## config.mk

```make
export PLATFORM = sky130hd
export DESIGN_NAME = acs_butterfly
export DESIGN_NICKNAME = d
export VERILOG_FILES = /design/src/rtl/acs_pkg.sv /design/src/rtl/acs_add.sv /design/src/rtl/acs_cmp_sel.sv /design/src/rtl/acs_norm.sv /design/src/rtl/acs_butterfly.sv
export SDC_FILE = /design/constraint.sdc
export NUM_CORES = 1
export LEC_CHECK = 0
export ABC_AREA = 1
export BUFFER_PORTS_ARGS = -buffer_cell sky130_fd_sc_hd__buf_2
export CAP_MARGIN = 25
export CORE_MARGIN = 2
export CORE_UTILIZATION = 30
export DETAILED_ROUTE_END_ITERATION = 16
export GPL_ROUTABILITY_DRIVEN = 0
export GPL_TIMING_DRIVEN = 0
export PLACE_DENSITY = 0.48
export REMOVE_ABC_BUFFERS = 1
export SYNTH_ARGS = -nofsm -noshare
export SYNTH_HDL_FRONTEND = slang
export SYNTH_SLANG_ARGS = --single-unit
```

## constraint.sdc

```tcl
create_clock -name clk_i -period 5.8 [get_ports clk_i]
set_clock_uncertainty 0.1 [all_clocks]
set_input_delay 1.16 -clock clk_i [delete_from_list [all_inputs] [get_ports clk_i]]
set_output_delay 1.16 -clock clk_i [all_outputs]
set_load 0.02 [all_outputs]
```

## src/rtl/acs_pkg.sv

```systemverilog
package acs_pkg;
  typedef enum logic {
    SRC_OLD0 = 1'b0,
    SRC_OLD1 = 1'b1
  } acs_src_e;

  localparam int unsigned N_ST = 2;
endpackage

```

## src/rtl/acs_add.sv

```systemverilog
module acs_add #(
  parameter int unsigned MW = 24,
  parameter int unsigned BW = 8
) (
  input  logic [MW-1:0] old_i,
  input  logic [BW-1:0] bm_i,
  output logic [MW-1:0] sum_o
);
  localparam int unsigned PAD = MW - BW;

  // modulo 2^MW sum
  assign sum_o = old_i + {{PAD{1'b0}}, bm_i};
endmodule

```

## src/rtl/acs_cmp_sel.sv

```systemverilog
module acs_cmp_sel
  import acs_pkg::*;
#(
  parameter int unsigned MW = 24
) (
  input  logic [MW-1:0] cand0_i,
  input  logic [MW-1:0] cand1_i,
  output logic [MW-1:0] pick_o,
  output acs_src_e      src_o
);
  localparam int unsigned DW = MW + 1;

  logic [DW-1:0] diff_w;
  logic          sgn_w;

  // extra bit keeps the sign exact for unsigned operands
  assign diff_w = {1'b0, cand1_i} - {1'b0, cand0_i};
  assign sgn_w  = diff_w[DW-1];
  assign src_o  = sgn_w ? SRC_OLD1 : SRC_OLD0;
  // cand0 + (cand1 - cand0) recovers cand1 from the same difference
  assign pick_o = cand0_i + (sgn_w ? diff_w[MW-1:0] : '0);
endmodule

```

## src/rtl/acs_norm.sv

```systemverilog
module acs_norm #(
  parameter int unsigned MW = 24
) (
  input  logic [MW-1:0] metric_i,
  input  logic [MW-1:0] off_i,
  input  logic          en_i,
  output logic [MW-1:0] metric_o
);
  assign metric_o = en_i ? (metric_i - off_i) : metric_i;
endmodule

```

## src/rtl/acs_butterfly.sv

```systemverilog
module acs_butterfly
  import acs_pkg::*;
#(
  parameter int unsigned MW   = 24,
  parameter int unsigned BW   = 8,
  parameter bit          PIPE = 1'b1
) (
  input  logic          clk_i,
  input  logic          rst_ni,
  input  logic          valid_i,
  input  logic [MW-1:0] old0_i,
  input  logic [MW-1:0] old1_i,
  input  logic [BW-1:0] bm00_i,
  input  logic [BW-1:0] bm10_i,
  input  logic [BW-1:0] bm01_i,
  input  logic [BW-1:0] bm11_i,
  input  logic          norm_i,
  input  logic [MW-1:0] norm_off_i,
  output logic          valid_o,
  output logic [MW-1:0] new0_o,
  output logic [MW-1:0] new1_o,
  output logic          dec0_o,
  output logic          dec1_o
);
  // [from source][to destination]
  logic [MW-1:0] old_w  [N_ST];
  logic [BW-1:0] bm_w   [N_ST][N_ST];
  // [destination][from source]
  logic [MW-1:0] cand_w [N_ST][N_ST];

  assign old_w[0]   = old0_i;
  assign old_w[1]   = old1_i;
  assign bm_w[0][0] = bm00_i;
  assign bm_w[1][0] = bm10_i;
  assign bm_w[0][1] = bm01_i;
  assign bm_w[1][1] = bm11_i;

  // add stage
  for (genvar s = 0; s < N_ST; s++) begin : g_dst
    for (genvar p = 0; p < N_ST; p++) begin : g_src
      acs_add #(.MW(MW), .BW(BW)) u_add (
        .old_i (old_w[p]),
        .bm_i  (bm_w[p][s]),
        .sum_o (cand_w[s][p])
      );
    end
  end

  // optional register between add and compare
  logic [MW-1:0] cand_s [N_ST][N_ST];
  logic          vld_s;
  logic          nrm_s;
  logic [MW-1:0] off_s;

  if (PIPE) begin : g_pipe
    logic [MW-1:0] cand_q [N_ST][N_ST];
    logic          vld_q;
    logic          nrm_q;
    logic [MW-1:0] off_q;

    always_ff @(posedge clk_i or negedge rst_ni) begin
      if (!rst_ni) begin
        vld_q <= 1'b0;
      end else begin
        vld_q <= valid_i;
      end
    end

    always_ff @(posedge clk_i or negedge rst_ni) begin
      if (!rst_ni) begin
        for (int s = 0; s < N_ST; s++) begin
          for (int p = 0; p < N_ST; p++) begin
            cand_q[s][p] <= '0;
          end
        end
        nrm_q <= 1'b0;
        off_q <= '0;
      end else if (valid_i) begin
        cand_q <= cand_w;
        nrm_q  <= norm_i;
        off_q  <= norm_off_i;
      end
    end

    assign cand_s = cand_q;
    assign vld_s  = vld_q;
    assign nrm_s  = nrm_q;
    assign off_s  = off_q;
  end else begin : g_flow
    assign cand_s = cand_w;
    assign vld_s  = valid_i;
    assign nrm_s  = norm_i;
    assign off_s  = norm_off_i;
  end

  // compare, select, normalize
  logic [MW-1:0] pick_w [N_ST];
  logic [MW-1:0] nm_w   [N_ST];
  acs_src_e      src_w  [N_ST];
  logic [MW-1:0] met_q  [N_ST];
  logic          dec_q  [N_ST];
  logic          vld_q2;

  for (genvar s = 0; s < N_ST; s++) begin : g_cs
    acs_cmp_sel #(.MW(MW)) u_cs (
      .cand0_i (cand_s[s][0]),
      .cand1_i (cand_s[s][1]),
      .pick_o  (pick_w[s]),
      .src_o   (src_w[s])
    );

    acs_norm #(.MW(MW)) u_nm (
      .metric_i (pick_w[s]),
      .off_i    (off_s),
      .en_i     (nrm_s),
      .metric_o (nm_w[s])
    );

    always_ff @(posedge clk_i or negedge rst_ni) begin
      if (!rst_ni) begin
        met_q[s] <= '0;
        dec_q[s] <= 1'b0;
      end else if (vld_s) begin
        met_q[s] <= nm_w[s];
        dec_q[s] <= (src_w[s] == SRC_OLD1);
      end
    end
  end

  always_ff @(posedge clk_i or negedge rst_ni) begin
    if (!rst_ni) begin
      vld_q2 <= 1'b0;
    end else begin
      vld_q2 <= vld_s;
    end
  end

  assign valid_o = vld_q2;
  assign new0_o  = met_q[0];
  assign new1_o  = met_q[1];
  assign dec0_o  = dec_q[0];
  assign dec1_o  = dec_q[1];
endmodule

```

==> impl_metrics.ini <==
[detailed_routing]
drtIter0Drc = 1103
ant_nets = 0
wl_met3_mm = 2.771
m1WireLength_mm = 29.13
vias_per_cell = 4.881
num_vias = 16575
wire_per_inst_um = 16.91
drc = 0
dr.pass1.iters = 7
wl_met2_mm = 24.32
wl_mm = 57.44
top_layer = met5

[yosys]
yosys.area_share.simple_pct = 25.37
synth-edff-count = 0
synth.most_common_cell = nand2_1
synthTopCellsByArea = dfrtp_1 (26%), nand2_1 (14%), ha_1 (13%), inv_1 (7.2%), o21ai_0 (5.9%)
ys_types = 52
synth-xor-area-share_pct = 7.821
synth_top_family_by_area = simple AND/OR/NAND/NOR gates
async_flop_share_pct = 100.0
synth_ff_type = dfrtp_1
synth_fa_ha_area_share_pct = 13.78
synthDominantCellAreaShare_pct = 25.63
synthTopCellsByCount = nand2_1 (652), inv_1 (324), o21ai_0 (198)
synth_top_area_cell = dfrtp_1
ys_ff_latch = 173
synth.mux.area_fraction_pct = 0
syn_inst = 2484
yosysSeqAreaShare_pct = 25.63
ys.warnings.count = 0
synth_compound_area_share_pct = 18.80
syn_area_um2 = 16890
syn_avg_cell_area_um2 = 6.801

[sta]
final_hold_viol_count = 0
setup_violations = 0
slew_headroom_pct = 43.75
grt_setup_unrepaired = true
fin_setup_tns_ps = 0
max_freq_ghz = 0.1813
tightestPinTransition_ps = 843.8
final_max_slew_viol_count = 0
period_minus_slack_ps = 5515
min_period_over_period_pct = 95.08

[clock_tree]
htreeDepth = 4
clkSinkCount = 173
cts_buffers = 17
cts_root_buf = clkbuf_16
cts_max_path_buffers = 2
clk_pin_slew_ps = 70
insertion_delay_ps = 490
ctsHoldBuffers = 0
cts_tree = yes

[critical_path]
cpPeakStageDelay_ps = 390
path_common_cell = nand2_1
worst_ep_required_time_ps = 6120
crit_type = reg -> reg
start_kind = flop
critPathArrivalTime_ps = 5840
path_max_fanout = 5
worst_setup_path_end_kind = flop
cp_slowest_cell = fa_1

[layout]
finalNetCount = 2923
multi_input_area_um2 = 11490
drive_gt1_share_pct = 14.31
syn2layout_area_growth_pct = 16.55
final_cells = 3396
fillers = 5988
final_util_pct = 35.53
diodes = 0
regArea_um2 = 4344

[place]
dp.cells = 3343
dp_hpwl_mm = 46.67
numPortBuffers = 158

[floorplan]
row_count = 86
die-area_um2 = 58230
fp.dieW_um = 241.3
io_pins = 159
design.core.area_um2 = 55420
dieHeight_um = 241.3
initial_core_util_pct = 30.49

[hold_path]
hold_class = reg -> reg

[global_routing]
first_global_vias = 15751
grt_max_degree = 112
grt_util_all_layers_pct = 20.07
grt_pass1_wl_mm = 88.89
gr-total-overflow = 0
antenna_found_initial = 4

[power_and_ir_drop]
p_leak_nw = 10.04
vdd_ir_drop_max_uv = 259.9
power_density_nw_per_um2 = 500.0
power.total_w = 0.009845

[run_status]
status = finished clean

[flow_run]
cap_viol_max_count = 0
[path summary, 6_finish.rpt]
check                           slack [ps]  depth (start not counted)          to  startpoint
worst min register to register         370                          2  new0_o[12]  new0_o[12]
worst max register to register         290                         32  new1_o[22]   cand_s[0]
min in group asynchronous              500                          1   new0_o[8]      rst_ni
max in group asynchronous             4130                          2  cand_s[81]      rst_ni
worst min-delay path                   370                          2  new0_o[12]  new0_o[12]
worst max-delay path                   290                         32  new1_o[22]   cand_s[0]
[stage by stage]
stage / hold WS (ps) / setup slack (ps) / instance area [um2]
4_1_cts: 380.5 / 9.600 / 19230
3_3_place_gp: 359.2 / -657.8 / 18410
5_1_grt: 392.4 / -72.48 / 19690
2_1_floorplan: 355.3 / 838.5 / 16680
6_report: 373.5 / 285.1 / 19690
3_5_place_dp: 360.3 / -679.9 / 18580
[what timing repair did]
action                     4_1_cts  5_1_grt
cloned                           0        1
setup endpoints to repair       16       21
pin swaps                        5       25
gates resized for setup          7       99
buffers inserted                 8       12
[where the power goes]
part	switching [W]	internal [W]
Sequential	0.000204	0.00148
Clock	0.000586	0.000561
Combinational	0.00447	0.00254
Total	0.00526	0.00458
[routing by layer]
metal / global-route usage, % / up-vias
met3: 3.327 / 60
li1: - / 8471
met2: 30.36 / 414
met1: 29.32 / 7622
met4: 5.406 / 8
met5: 0 / -
[kinds of logic after synthesis]
| kind of cell | count (synthesis) |
|---|---|
| and+or+nand+nor | 1046 |
| AOI/OAI and AO/OA | 550 |
| buffers and inverters | 385 |
| adders and majority gates | 180 |
| DFF | 173 |
| xor gates and xnor gates | 150 |
[worst max-delay path, delay by kind of cell, from the launching register on]
family	cells	cell delay, ps
AND/OR/NAND/NOR	14	1790
adder cells (fa/ha/maj)	4	1380
AO/OA/AOI/OAI	8	1060
buffers and inverters	5	520
flip-flops	1	330
XOR/XNOR	1	270
[cell type report]
class                           count  share of cell area (%)
Inverter                          332                   6.393
Clock inverter                     15                  0.6545
Sequential cell                   173                   22.06
Tap cell                          748                   4.753
Clock buffer                       17                   2.161
Multi-Input combinational cell   1926                   58.33
Timing Repair inverter              1                 0.03813
Timing Repair Buffer              184                   5.605
[sequential cells by signal, indices dropped and copies added (netlist names)]
register / cells
new0_o: 24
valid_o: 1
dec1_o: 1
cand_s: 96
new1_o: 24
g_pipe.vld_q: 1
dec0_o: 1
g_pipe.nrm_q: 1
g_pipe.off_q: 24
[cell usage in the layout, fill, tap and decap left out, types with 8 or more instances in the layout]
| cell | n |
|---|---|
| nand2_1 | 646 |
| inv_1 | 322 |
| nor2_1 | 190 |
| o21ai_0 | 189 |
| dfrtp_1 | 161 |
| a21oi_1 | 157 |
| buf_2 | 156 |
| ha_1 | 153 |
| xor2_1 | 108 |
| nand3_1 | 99 |
| xnor2_1 | 35 |
| a21oi_2 | 27 |
| o21ai_1 | 27 |
| nand4_1 | 25 |
| a21o_1 | 24 |
| a31oi_1 | 23 |
| nor3_1 | 22 |
| buf_4 | 21 |
| o21ai_2 | 19 |
| nand2_2 | 18 |
| o211ai_1 | 17 |
| clkbuf_16 | 17 |
| o21bai_1 | 15 |
| nor2_2 | 13 |
| ha_2 | 12 |
| dfrtp_2 | 12 |
| o22ai_1 | 9 |
| fa_1 | 9 |
| o21a_1 | 8 |
Power figures use the tool's default switching activity.
